$ cat src/rtl/nsq_pkg.sv
package nsq_pkg;

   localparam logic [7:0] OP_RD_LO       = 8'h00;
   localparam logic [7:0] OP_RD_HI       = 8'h01;
   localparam logic [7:0] OP_RD_SPARE    = 8'h50;
   localparam logic [7:0] OP_PROG_SETUP  = 8'h80;
   localparam logic [7:0] OP_PROG_GO     = 8'h10;
   localparam logic [7:0] OP_ERASE_SETUP = 8'h60;
   localparam logic [7:0] OP_ERASE_GO    = 8'hD0;
   localparam logic [7:0] OP_STATUS      = 8'h70;
   localparam logic [7:0] OP_READ_ID     = 8'h90;
   localparam logic [7:0] OP_FEAT_GET    = 8'hEE;
   localparam logic [7:0] OP_FEAT_SET    = 8'hEF;
   localparam logic [7:0] OP_RESET       = 8'hFF;

   typedef enum logic [1:0] {
      WK_DELAY  = 2'd0,
      WK_PIN    = 2'd1,
      WK_STATUS = 2'd2
   } wait_kind_e;

   typedef enum logic [1:0] {
      PLAN_NONE,
      PLAN_PIN,
      PLAN_DELAY,
      PLAN_DELAY_STATUS
   } wait_plan_e;

   typedef struct packed {
      logic       is_addr;
      logic [7:0] val;
   } bus_slot_t;

   // Opcodes whose column is always given in bytes, even on a 16-bit bus
   function automatic logic op_is_narrow(input logic [7:0] op);
      return (op == OP_READ_ID) || (op == OP_FEAT_GET) || (op == OP_FEAT_SET);
   endfunction

endpackage

$ cat src/rtl/nsq_frame_builder.sv
module nsq_frame_builder
   import nsq_pkg::*;
#(
   parameter int PAGE_BYTES = 512,
   parameter int COL_W      = 10,
   parameter int ROW_W      = 24,
   parameter int MAX_SLOTS  = 6,
   parameter int CNT_W      = 3
) (
   input  logic [7:0]                  op,
   input  logic                        has_col,
   input  logic [COL_W-1:0]            col,
   input  logic                        has_row,
   input  logic [ROW_W-1:0]            row,
   input  logic                        bus16,
   input  logic                        row3,
   output bus_slot_t [MAX_SLOTS-1:0]   slots,
   output logic [CNT_W-1:0]            count
);

   localparam int HALF_BYTES = PAGE_BYTES / 2;

   if (PAGE_BYTES < 2 || (1 << COL_W) <= PAGE_BYTES) begin : g_bad_col
      $error("nsq_frame_builder: column width cannot hold page size");
   end
   if (ROW_W < 16 || ROW_W > 24) begin : g_bad_row
      $error("nsq_frame_builder: row width must be 16 to 24");
   end

   logic [7:0] row_hi;
   logic       row_third;

   if (ROW_W > 16) begin : g_row3
      assign row_hi    = 8'(row[ROW_W-1:16]);
      assign row_third = row3;
   end else begin : g_row2
      assign row_hi    = 8'h00;
      assign row_third = 1'b0;
   end

   logic [CNT_W-1:0] n;
   logic [COL_W-1:0] col_region;
   logic [7:0]       ptr;
   logic [7:0]       col_byte;

   always_comb begin
      ptr        = OP_RD_LO;
      col_region = col;
      if (has_col) begin
         if (col >= COL_W'(PAGE_BYTES)) begin
            ptr = OP_RD_SPARE;
            if (op == OP_PROG_SETUP) col_region = col - COL_W'(PAGE_BYTES);
         end else if (col >= COL_W'(HALF_BYTES)) begin
            ptr = OP_RD_HI;
         end
      end
      col_byte = (bus16 && !op_is_narrow(op)) ? 8'(col_region >> 1) : 8'(col_region);

      slots = '0;
      n     = '0;
      if (op == OP_PROG_SETUP) begin
         slots[n] = {1'b0, ptr};
         n        = n + CNT_W'(1);
      end
      slots[n] = {1'b0, op};
      n        = n + CNT_W'(1);
      if (has_col) begin
         slots[n] = {1'b1, col_byte};
         n        = n + CNT_W'(1);
      end
      if (has_row) begin
         slots[n] = {1'b1, row[7:0]};
         n        = n + CNT_W'(1);
         slots[n] = {1'b1, row[15:8]};
         n        = n + CNT_W'(1);
         if (row_third) begin
            slots[n] = {1'b1, row_hi};
            n        = n + CNT_W'(1);
         end
      end
      count = n;
   end

endmodule

$ cat src/rtl/nsq_wait_classifier.sv
module nsq_wait_classifier
   import nsq_pkg::*;
(
   input  logic [7:0]  op,
   input  logic        has_col,
   input  logic        has_row,
   input  logic        has_pin,
   output wait_plan_e  plan
);

   wait_plan_e busy_wait;

   assign busy_wait = has_pin ? PLAN_PIN : PLAN_DELAY;

   always_comb begin
      case (op)
         OP_PROG_GO, OP_ERASE_SETUP, OP_ERASE_GO, OP_PROG_SETUP,
         OP_STATUS, OP_READ_ID, OP_FEAT_SET:
            plan = PLAN_NONE;
         OP_RESET:
            plan = has_pin ? PLAN_PIN : PLAN_DELAY_STATUS;
         OP_RD_LO, OP_RD_HI, OP_RD_SPARE:
            plan = (!has_col && !has_row) ? PLAN_NONE : busy_wait;
         default:
            plan = busy_wait;
      endcase
   end

endmodule

$ cat src/rtl/nsq_sp_sequencer.sv
module nsq_sp_sequencer
   import nsq_pkg::*;
#(
   parameter int PAGE_BYTES  = 512,
   parameter int SPARE_BYTES = 16,
   parameter int ROW_W       = 24,
   localparam int COL_W      = $clog2(PAGE_BYTES + SPARE_BYTES),
   localparam int MAX_SLOTS  = (ROW_W > 16) ? 6 : 5,
   localparam int CNT_W      = $clog2(MAX_SLOTS + 1)
) (
   input  logic              clk,
   input  logic              rst_n,
   input  logic              req_valid,
   output logic              req_ready,
   input  logic [7:0]        req_opcode,
   input  logic              req_has_col,
   input  logic [COL_W-1:0]  req_col,
   input  logic              req_has_row,
   input  logic [ROW_W-1:0]  req_row,
   input  logic              cfg_bus16,
   input  logic              cfg_row3,
   input  logic              cfg_has_rb,
   output logic              nand_ce_n,
   output logic              nand_cle,
   output logic              nand_ale,
   output logic              nand_we_n,
   output logic [7:0]        nand_dq,
   output logic              wait_req,
   output logic [1:0]        wait_kind,
   input  logic              wait_done
);

   if (SPARE_BYTES < 1) begin : g_bad_spare
      $error("nsq_sp_sequencer: spare area must be present");
   end

   typedef enum logic [2:0] {ST_IDLE, ST_LOW, ST_HIGH, ST_GAP, ST_WAIT} seq_state_e;

   bus_slot_t [MAX_SLOTS-1:0] slots_d, slots_q;
   logic [CNT_W-1:0]          cnt_d, cnt_q, idx_q, idx_nxt;
   wait_plan_e                plan_d, plan_q;
   wait_kind_e                kind_q;
   seq_state_e                state_q;
   logic                      stat_q;
   bus_slot_t                 cur;

   nsq_frame_builder #(
      .PAGE_BYTES (PAGE_BYTES),
      .COL_W      (COL_W),
      .ROW_W      (ROW_W),
      .MAX_SLOTS  (MAX_SLOTS),
      .CNT_W      (CNT_W)
   ) i_frame (
      .op      (req_opcode),
      .has_col (req_has_col),
      .col     (req_col),
      .has_row (req_has_row),
      .row     (req_row),
      .bus16   (cfg_bus16),
      .row3    (cfg_row3),
      .slots   (slots_d),
      .count   (cnt_d)
   );

   nsq_wait_classifier i_class (
      .op      (req_opcode),
      .has_col (req_has_col),
      .has_row (req_has_row),
      .has_pin (cfg_has_rb),
      .plan    (plan_d)
   );

   assign idx_nxt = idx_q + CNT_W'(1);
   assign cur     = slots_q[idx_q];

   always_ff @(posedge clk or negedge rst_n) begin
      if (!rst_n) begin
         state_q <= ST_IDLE;
         slots_q <= '0;
         cnt_q   <= '0;
         idx_q   <= '0;
         plan_q  <= PLAN_NONE;
         kind_q  <= WK_DELAY;
         stat_q  <= 1'b0;
      end else begin
         case (state_q)
            ST_IDLE: if (req_valid) begin
               slots_q <= slots_d;
               cnt_q   <= cnt_d;
               plan_q  <= plan_d;
               idx_q   <= '0;
               stat_q  <= 1'b0;
               state_q <= ST_LOW;
            end
            ST_LOW: state_q <= ST_HIGH;
            ST_GAP: state_q <= ST_LOW;
            ST_HIGH: begin
               if (idx_nxt < cnt_q) begin
                  idx_q   <= idx_nxt;
                  state_q <= (slots_q[idx_nxt].is_addr != cur.is_addr) ? ST_GAP : ST_LOW;
               end else if (stat_q) begin
                  kind_q  <= WK_STATUS;
                  state_q <= ST_WAIT;
               end else begin
                  case (plan_q)
                     PLAN_NONE: state_q <= ST_IDLE;
                     PLAN_PIN: begin
                        kind_q  <= WK_PIN;
                        state_q <= ST_WAIT;
                     end
                     default: begin
                        kind_q  <= WK_DELAY;
                        state_q <= ST_WAIT;
                     end
                  endcase
               end
            end
            ST_WAIT: if (wait_done) begin
               if (plan_q == PLAN_DELAY_STATUS && !stat_q) begin
                  stat_q     <= 1'b1;
                  slots_q[0] <= {1'b0, OP_STATUS};
                  cnt_q      <= CNT_W'(1);
                  idx_q      <= '0;
                  state_q    <= ST_LOW;
               end else begin
                  state_q <= ST_IDLE;
               end
            end
            default: state_q <= ST_IDLE;
         endcase
      end
   end

   logic on_bus;
   assign on_bus    = (state_q == ST_LOW) || (state_q == ST_HIGH);
   assign req_ready = (state_q == ST_IDLE);
   assign nand_ce_n = (state_q == ST_IDLE);
   assign nand_cle  = on_bus && !cur.is_addr;
   assign nand_ale  = on_bus && cur.is_addr;
   assign nand_we_n = (state_q != ST_LOW);
   assign nand_dq   = on_bus ? cur.val : 8'h00;
   assign wait_req  = (state_q == ST_WAIT);
   assign wait_kind = kind_q;


   we_pulse_chk: assert property (@(posedge clk) disable iff (!rst_n)
      !nand_we_n |=> nand_we_n);

   byte_hold_chk: assert property (@(posedge clk) disable iff (!rst_n)
      !nand_we_n |=> ($stable(nand_dq) && $stable(nand_cle) && $stable(nand_ale)));

   latch_excl_chk: assert property (@(posedge clk) disable iff (!rst_n)
      !(nand_cle && nand_ale));

   cle_to_ale_chk: assert property (@(posedge clk) disable iff (!rst_n)
      nand_cle |=> !nand_ale);

   ale_to_cle_chk: assert property (@(posedge clk) disable iff (!rst_n)
      nand_ale |=> !nand_cle);

   accept_busy_chk: assert property (@(posedge clk) disable iff (!rst_n)
      (req_valid && req_ready) |=> (!req_ready && !nand_ce_n));

   wait_hold_chk: assert property (@(posedge clk) disable iff (!rst_n)
      (wait_req && !wait_done) |=> (wait_req && $stable(wait_kind)));

   wait_end_chk: assert property (@(posedge clk) disable iff (!rst_n)
      (wait_req && wait_done) |=> !wait_req);

endmodule

$ cat config.mk
export PLATFORM = sky130hd
export DESIGN_NAME = nsq_sp_sequencer
export DESIGN_NICKNAME = d
export VERILOG_FILES = /design/src/rtl/nsq_pkg.sv /design/src/rtl/nsq_frame_builder.sv /design/src/rtl/nsq_wait_classifier.sv /design/src/rtl/nsq_sp_sequencer.sv
export SDC_FILE = /design/constraint.sdc
export NUM_CORES = 1
export LEC_CHECK = 0
export ABC_AREA = 1
export BUFFER_PORTS_ARGS = -buffer_cell sky130_fd_sc_hd__clkbuf_2
export CAP_MARGIN = 15
export CORE_MARGIN = 1
export CORE_UTILIZATION = 55
export CTS_CLUSTER_SIZE = 25
export DETAILED_ROUTE_END_ITERATION = 7
export PLACE_DENSITY = 0.76
export SKIP_LAST_GASP = 1
export SLEW_MARGIN = 20
export SYNTH_ARGS = -nofsm -noshare
export SYNTH_HDL_FRONTEND = slang
export SYNTH_SLANG_ARGS = --single-unit
$ cat constraint.sdc
create_clock -name clk -period 3.9 [get_ports clk]
set_clock_uncertainty 0.05 [all_clocks]
set_input_delay 0.195 -clock clk [delete_from_list [all_inputs] [get_ports clk]]
set_output_delay 0.195 -clock clk [all_outputs]
set_load 0.005 [all_outputs]
==> flow_summary.yaml, run 1 <==
run_status:
  status: "complete, no violations"
detailed_routing:
  ant_nets: 0
  wirelength_um: 18100
  drc: 0
  vias: 5922
  drtIter0Drc: 593
  vias_per_cell: 6.04
  drtPass1Iterations: 5
  wl_per_cell_um: 18.5
power:
  vdd.ir_drop.worst_mv: 0.313
  powerDensity_nw_per_um2: 589
  switching_share_pct: 45.5
  p_clk_share_pct: 17.4
  power_mw: 3.48
  p_sw_mw: 1.58
  pwr-share-comb_pct: 49.2
  seq_power_share_pct: 33.4
  p_int_mw: 1.90
  p_leak_nw: 3.05
place:
  dp_hpwl_um: 13100
  postPlaceCellArea_um2: 5700
  port-buffer-count: 66
  globalplace.congestion: 0.957
  placedCellCount: 963
  dpl_worst_slack_ns: 1.21
sta:
  hold_ws_ns: 0.0370
  period_minus_slack_ns: 2.79
  tightest_slew_ns: 1.02
  slew_violations: 0
  post-route-period-util_pct: 71.5
  fin_setup_tns_ns: 0
  setup-violations-final: 0
  setup_slack_ns: 1.11
  hold_violations: 0
  slew-limit-headroom_pct: 31.7
  fmax_mhz: 359
  grt_setup_unrepaired: "false"
yosys:
  async_flop_share_pct: 100
  synth_area_per_cell_um2: 6.66
  seq_area_frac_synth_pct: 31.8
  synth_xor_area_share_pct: 0.327
  ys_warn_count: 0
  synth_enable_flop_cells: 0
  yosys.area.top_type: "dfrtp_1"
  yosysTopAreaCellShare_pct: 31.8
  synth_area_um2: 5350
  synthTopCellsByArea: "dfrtp_1, nand2_1, o21ai_0"
  synth_compound_area_share_pct: 26.2
  synth_top_family_by_area: "simple AND/OR/NAND/NOR gates"
  yosysMostFrequentCell: "nand2_1"
  yosys-top-cells-count: "nand2_1, inv_1, o21ai_0"
  synthAdderAreaFrac_pct: 1.87
  synth_mux_area_share_pct: 0
  synth.distinct_cells: 44
  synthesis.nets: 863
  synth_seq_cells: 68
  synth_cells: 804
  yosys.area_share.simple_pct: 28.3
  ys.flop_type: "dfrtp_1"
final_layout:
  diodes: 0
  final-instance-count-excl-fill: 980
  regArea_um2: 1700
  multi_input_area_um2: 3030
  syn2layout_area_growth_pct: 10.3
  fillers: 895
  fin_util_pct: 63.3
  stdcell_area_um2: 5910
  drive_gt1_share_pct: 15.2
  nets: 906
floorplan:
  die_width_um: 101
  num_rows: 35
  core-area_um2: 9330
  io_pins: 67
  die_h_um: 101
  die_area_um2: 10100
  start_util_pct: 57.4
setup_path:
  cp.arrival_ns: 2.54
  r2r_end: "slots_q[24]"
  crit_type: "reg -> out"
  r2r_slack_ns: 1.20
  reg2regPathDepth: 8
  cp_data_required_time_ns: 3.65
  worstReg2RegStart: "state_q[1]"
  cp_max_fo: 13
  cp-end-kind: "primary output"
  start_kind: "register"
worst_hold_path:
  worstHoldPathCells: 3
  hold_end: "stat_q"
  hp-start: "wait_done"
  hold_path_class: "in -> reg"
global_routing:
  grt_pass1_wl_um: 28600
  track_usage_pct: 37.2
  antenna_found_initial: 0
  grt_max_degree: 43
  grt_pass1_vias: 5465
  overflow: 0
clock_network:
  tritoncts.num_buffers: 9
  clk_latency_ns: 0.36
  clock_sinks: 68
  root_buffer: "clkbuf_8"
  htree_levels: 3
  cts_resized: 0
  cts_tree: "yes"
  path_clk_slew_ns: 0.08
  cts.path.max_buffers: 2
job:
  maxCapViolCount: 0
==> layout make-up <==
cell class	instances	share of cell area (%)
flip-flops and latches	68	28.8
well taps	129	2.73
inverters	112	7.16
multi-input cells	582	51.4
clock inverters	4	0.847
repair buffers	74	6.69
clock buffers	11	2.39
==> sequential cells by signal (all words and copies together) (netlist names) <==
name       flops
slots_q       54
state_q        3
stat_q         1
cnt_q          3
wait_kind      2
plan_q         2
idx_q          3
==> worst max-delay path: stages, from the launching register on <==
cell      delay (ns)
dfrtp_1         0.82
clkinv_1        0.53
a21oi_1         0.26
o21ai_0         0.13
a21oi_1         0.18
o21a_1          0.14
clkbuf_2        0.11
==> worst max-delay path by stage <==
stage                        startpoint         end  slack (ns)  depth (start not counted)
final                          idx_q[1]  nand_dq[2]        1.11                          6
after global placement    req_opcode[3]  slots_q[3]        1.25                         14
after CTS                      idx_q[0]  nand_dq[2]        1.15                          7
after global routing           idx_q[0]  nand_dq[2]        0.88                          7
after detailed placement  req_opcode[6]  slots_q[3]        1.21                         14
after floorplan           req_opcode[6]  slots_q[5]        1.84                         13
==> cell families after synthesis <==
family / Yosys count
AO/OA/AOI/OAI: 243
flip-flops: 68
adder cells (fa/ha/maj): 8
buffers and inverters: 154
XOR/XNOR: 2
AND/OR/NAND/NOR: 329
==> routing by layer <==
metal  track usage (%)  up-vias  wire [µm]
met2              54.9      367       7760
met1              53.4     2758       7850
met3              8.53       35       2110
li1                  -     2762          -
met5                 0        -          0
met4              13.3        0        365
==> power by group through the flow <==
| stage | Sequential [mW] | Clock (mW) | Combinational, mW |
|---|---|---|---|
| floorplan | 1.08 | 0 | 1.18 |
| global placement | 1.15 | 0 | 1.64 |
| detailed placement | 1.17 | 0 | 1.67 |
| CTS | 1.15 | 0.601 | 1.68 |
| global route | 1.18 | 0.636 | 1.91 |
| finish | 1.16 | 0.604 | 1.71 |
==> cell usage in the layout (no fill, tap or decap), types with 8 or more instances in the layout <==
cell      count
a21boi_1     13
a21oi_1      77
a22oi_1       8
clkbuf_2     65
clkbuf_8     10
dfrtp_1      68
ha_1          8
inv_1       100
nand2_1     214
nand3_1      30
nand3_2       8
nand4_1      11
nor2_1       30
nor3_1       12
o211ai_1      9
o21ai_0      81
o22ai_1      22
==> timing repair <==
| item | 4_1_cts | 5_1_grt |
|---|---|---|
| endpoints found under the hold margin | 42 | 0 |
| hold buffers | 2 | 0 |
| buffers inserted | 0 | 0 |
Power figures use the tool's default switching activity.
==> inputs of run 2 (changes only) <==
--- a/config.mk
+++ b/config.mk
@@ -5,14 +5,14 @@
 export SDC_FILE = /design/constraint.sdc
 export NUM_CORES = 1
 export LEC_CHECK = 0
-export ABC_AREA = 1
+export ABC_AREA = 0
 export BUFFER_PORTS_ARGS = -buffer_cell sky130_fd_sc_hd__clkbuf_2
 export CAP_MARGIN = 15
 export CORE_MARGIN = 1
-export CORE_UTILIZATION = 55
+export CORE_UTILIZATION = 53
 export CTS_CLUSTER_SIZE = 25
 export DETAILED_ROUTE_END_ITERATION = 7
-export PLACE_DENSITY = 0.76
+export PLACE_DENSITY = 0.78
 export SKIP_LAST_GASP = 1
 export SLEW_MARGIN = 20
 export SYNTH_ARGS = -nofsm -noshare
==> constraint.sdc (replaced) <==
create_clock -name clk -period 2.4 [get_ports clk]
set_clock_uncertainty 0.05 [all_clocks]
set_input_delay 0.12 -clock clk [delete_from_list [all_inputs] [get_ports clk]]
set_output_delay 0.12 -clock clk [all_outputs]
set_load 0.005 [all_outputs]
==> run 2 against run 1 <==
Power increased by 50%; die area decreased by 8.0%; sequential share of layout area up 0.82 points; clock-buffer cell count unchanged; critical path depth increased by 2; core utilization rose by 2.9 points; setup slack worse by 1.1 ns; combinational power is 42% higher; wire length down 19%; area after synthesis down 11%; clock power grew 50%; final area decreased by 2.7%; critical endpoint is now idx_q[2]; largest cell class unchanged.
==> flow_summary.yaml, run 2 <==
yosys:
  ys.flop_type: "dfrtp_1"
  synth_seq_cells: 68
  synthTopCellsByArea: "dfrtp_1, o21ai_0, nand2_1"
  synth.distinct_cells: 65
  yosys-top-cells-count: "nand2_1, dfrtp_1, o21ai_0"
  synth_cells: 549
  yosysMostFrequentCell: "nand2_1"
  yosysTopAreaCellShare_pct: 35.9
  ys_warn_count: 0
  synth_area_per_cell_um2: 8.64
  yosys.area.top_type: "dfrtp_1"
  synth_area_um2: 4740
  synth_enable_flop_cells: 0
  seq_area_frac_synth_pct: 35.9
  synthesis.nets: 608
  async_flop_share_pct: 100
global_routing:
  grt_pass1_wl_um: 23300
  grt_pass1_vias: 4504
  use_met3_pct: 6.81
  antenna_found_initial: 0
  busiest_layer: "met2"
  track_usage_pct: 33.5
  met2_usage_pct: 52.2
  grt_use_met1_pct: 46.3
  grt_max_degree: 69
  overflow: 0
floorplan:
  io_pins: 67
  num_rows: 34
  core-area_um2: 8680
  start_util_pct: 54.6
  die_area_um2: 9330
  die_width_um: 96.6
  die_h_um: 96.6
sta:
  fin_setup_tns_ns: 0
  fmax_mhz: 418
  tightest_slew_ns: 0.949
  hold_ws_ns: 0.0329
  slew_violations: 0
  hold_violations: 0
  post-route-period-util_pct: 99.7
  setup-violations-final: 0
  slew-limit-headroom_pct: 36.6
  period_minus_slack_ns: 2.39
  grt_setup_unrepaired: "true"
job:
  maxCapViolCount: 0
final_layout:
  fillers: 714
  final_common_cell: "nand2_1"
  final_cell_mix: "nand2_1, dfrtp_1, clkbuf_2, o21ai_0, buf_4"
  drive_gt1_share_pct: 28.1
  largest_reg_flops: 54
  stdcell_area_um2: 5750
  syn2layout_area_growth_pct: 21.2
  top_register: "slots_q"
  nets: 690
  final-instance-count-excl-fill: 744
  diodes: 0
setup_path:
  worstReg2RegStart: "idx_q[0]"
  cp_max_fo: 2
  crit_start: "idx_q[0]"
  crit_path_end: "idx_q[2]"
  start_kind: "register"
  reg2regPathDepth: 8
  cp_data_required_time_ns: 2.63
  cp.arrival_ns: 2.62
  r2r_end: "idx_q[2]"
  crit_type: "reg -> reg"
  cp-end-kind: "register"
  r2r_slack_ns: 0.007
power:
  seq_power_share_pct: 35.9
  p_sw_mw: 2.11
  switching_share_pct: 40.5
  powerDensity_nw_per_um2: 906
  p_clk_share_pct: 17.4
  p_int_mw: 3.10
  p_leak_nw: 2.63
  power_mw: 5.21
  vdd.ir_drop.worst_mv: 0.468
  pwr-share-comb_pct: 46.7
clock_network:
  cts_tree: "yes"
  root_buffer: "clkbuf_8"
  clk_latency_ns: 0.35
  tritoncts.num_buffers: 9
  path_clk_slew_ns: 0.07
  clock_sinks: 68
  htree_levels: 3
  cts.path.max_buffers: 2
place:
  port-buffer-count: 66
  globalplace.congestion: 0.992
  postPlaceCellArea_um2: 5500
  dp_hpwl_um: 10900
  placedCellCount: 723
detailed_routing:
  drtIter0Drc: 595
  wirelength_um: 14700
  drtPass1Iterations: 5
  ant_nets: 0
  vias: 4908
  drc: 0
  wl_per_cell_um: 19.7
  vias_per_cell: 6.60
run_status:
  status: "complete, no violations"
worst_hold_path:
  hold_path_class: "in -> reg"
run 2: metrics by stage:
stage / utilization, % / worst slack (ns)
3_3_place_gp: 63.3 / -0.0382
5_1_grt: 66.2 / -0.0555
3_5_place_dp: 63.3 / -0.162
6_report: 66.2 / 0.00666
4_1_cts: 66.0 / 0.00750
2_1_floorplan: - / -0.0652
run 2: power by group through the flow:
stage	Clock (mW)	Sequential (mW)	Combinational, mW
2_1_floorplan	0	1.72	1.69
3_3_place_gp	0	1.84	2.29
3_5_place_dp	0	1.86	2.37
4_1_cts	0.907	1.84	2.39
5_1_grt	0.951	1.89	2.68
6_report	0.908	1.87	2.43
run 2: metal layers:
| layer | vias to the layer above | part of all wire, % |
|---|---|---|
| met1 | 2344 | 41 |
| li1 | 2204 | - |
| met4 | 0 | 2.2 |
| met5 | - | 0 |
| met2 | 325 | 47 |
| met3 | 35 | 10 |
run 2: final cells by class:
| class | count | area [µm²] | share of cell area [%] |
|---|---|---|---|
| inverter | 13 | 48.8 | 0.849 |
| timing repair buffer | 115 | 743 | 12.9 |
| clock buffer | 11 | 151 | 2.63 |
| sequential | 68 | 1700 | 29.6 |
| multi-input combinational | 424 | 2930 | 51.0 |
| clock inverter | 5 | 35.0 | 0.609 |
| tap | 108 | 135 | 2.35 |
run 2: repair_timing:
item	in CTS	in global routing
endpoints found under the setup margin	2	6
resized for setup	2	3
hold endpoints to repair	71	0
pin swaps	1	3
buffers inserted	1	1
hold buffers	3	0
run 2: cells by family (layout without fill, tap and decap cells):
logic type | count (synthesis) | count (layout) | share of synthesized area, %
AO/OA/AOI/OAI | 186 | 186 | 25.2
adder cells (fa/ha/maj) | 8 | 8 | 2.11
AND/OR/NAND/NOR | 188 | 188 | 19.8
multiplexers | 38 | 38 | 11.1
flip-flops | 68 | 68 | 35.9
XOR/XNOR | 4 | 4 | 0.739
buffers and inverters | 57 | 144 | 5.07
run 2: worst max-delay path, stage by stage (launching register included):
cell and delay, ns:
dfrtp_2 0.43, ha_4 0.17, xor2_2 0.18, ha_1 0.32, a21oi_2 0.11, o21ai_1 0.09, or4b_4 0.53, mux2_4 0.33
o22ai_4 0.10
run 2: worst min path at each step:
stage	from	end	slack, ns	depth (start not counted)
global route	req_col[6]	slots_q[14]	0.07	3
floorplan	rst_n	cnt_q[0]	-0.23	0
detailed placement	rst_n	slots_q[46]	0.12	2
global placement	rst_n	slots_q[37]	0.12	2
finish	req_valid	state_q[0]	0.03	3
CTS	req_valid	state_q[0]	0.03	3
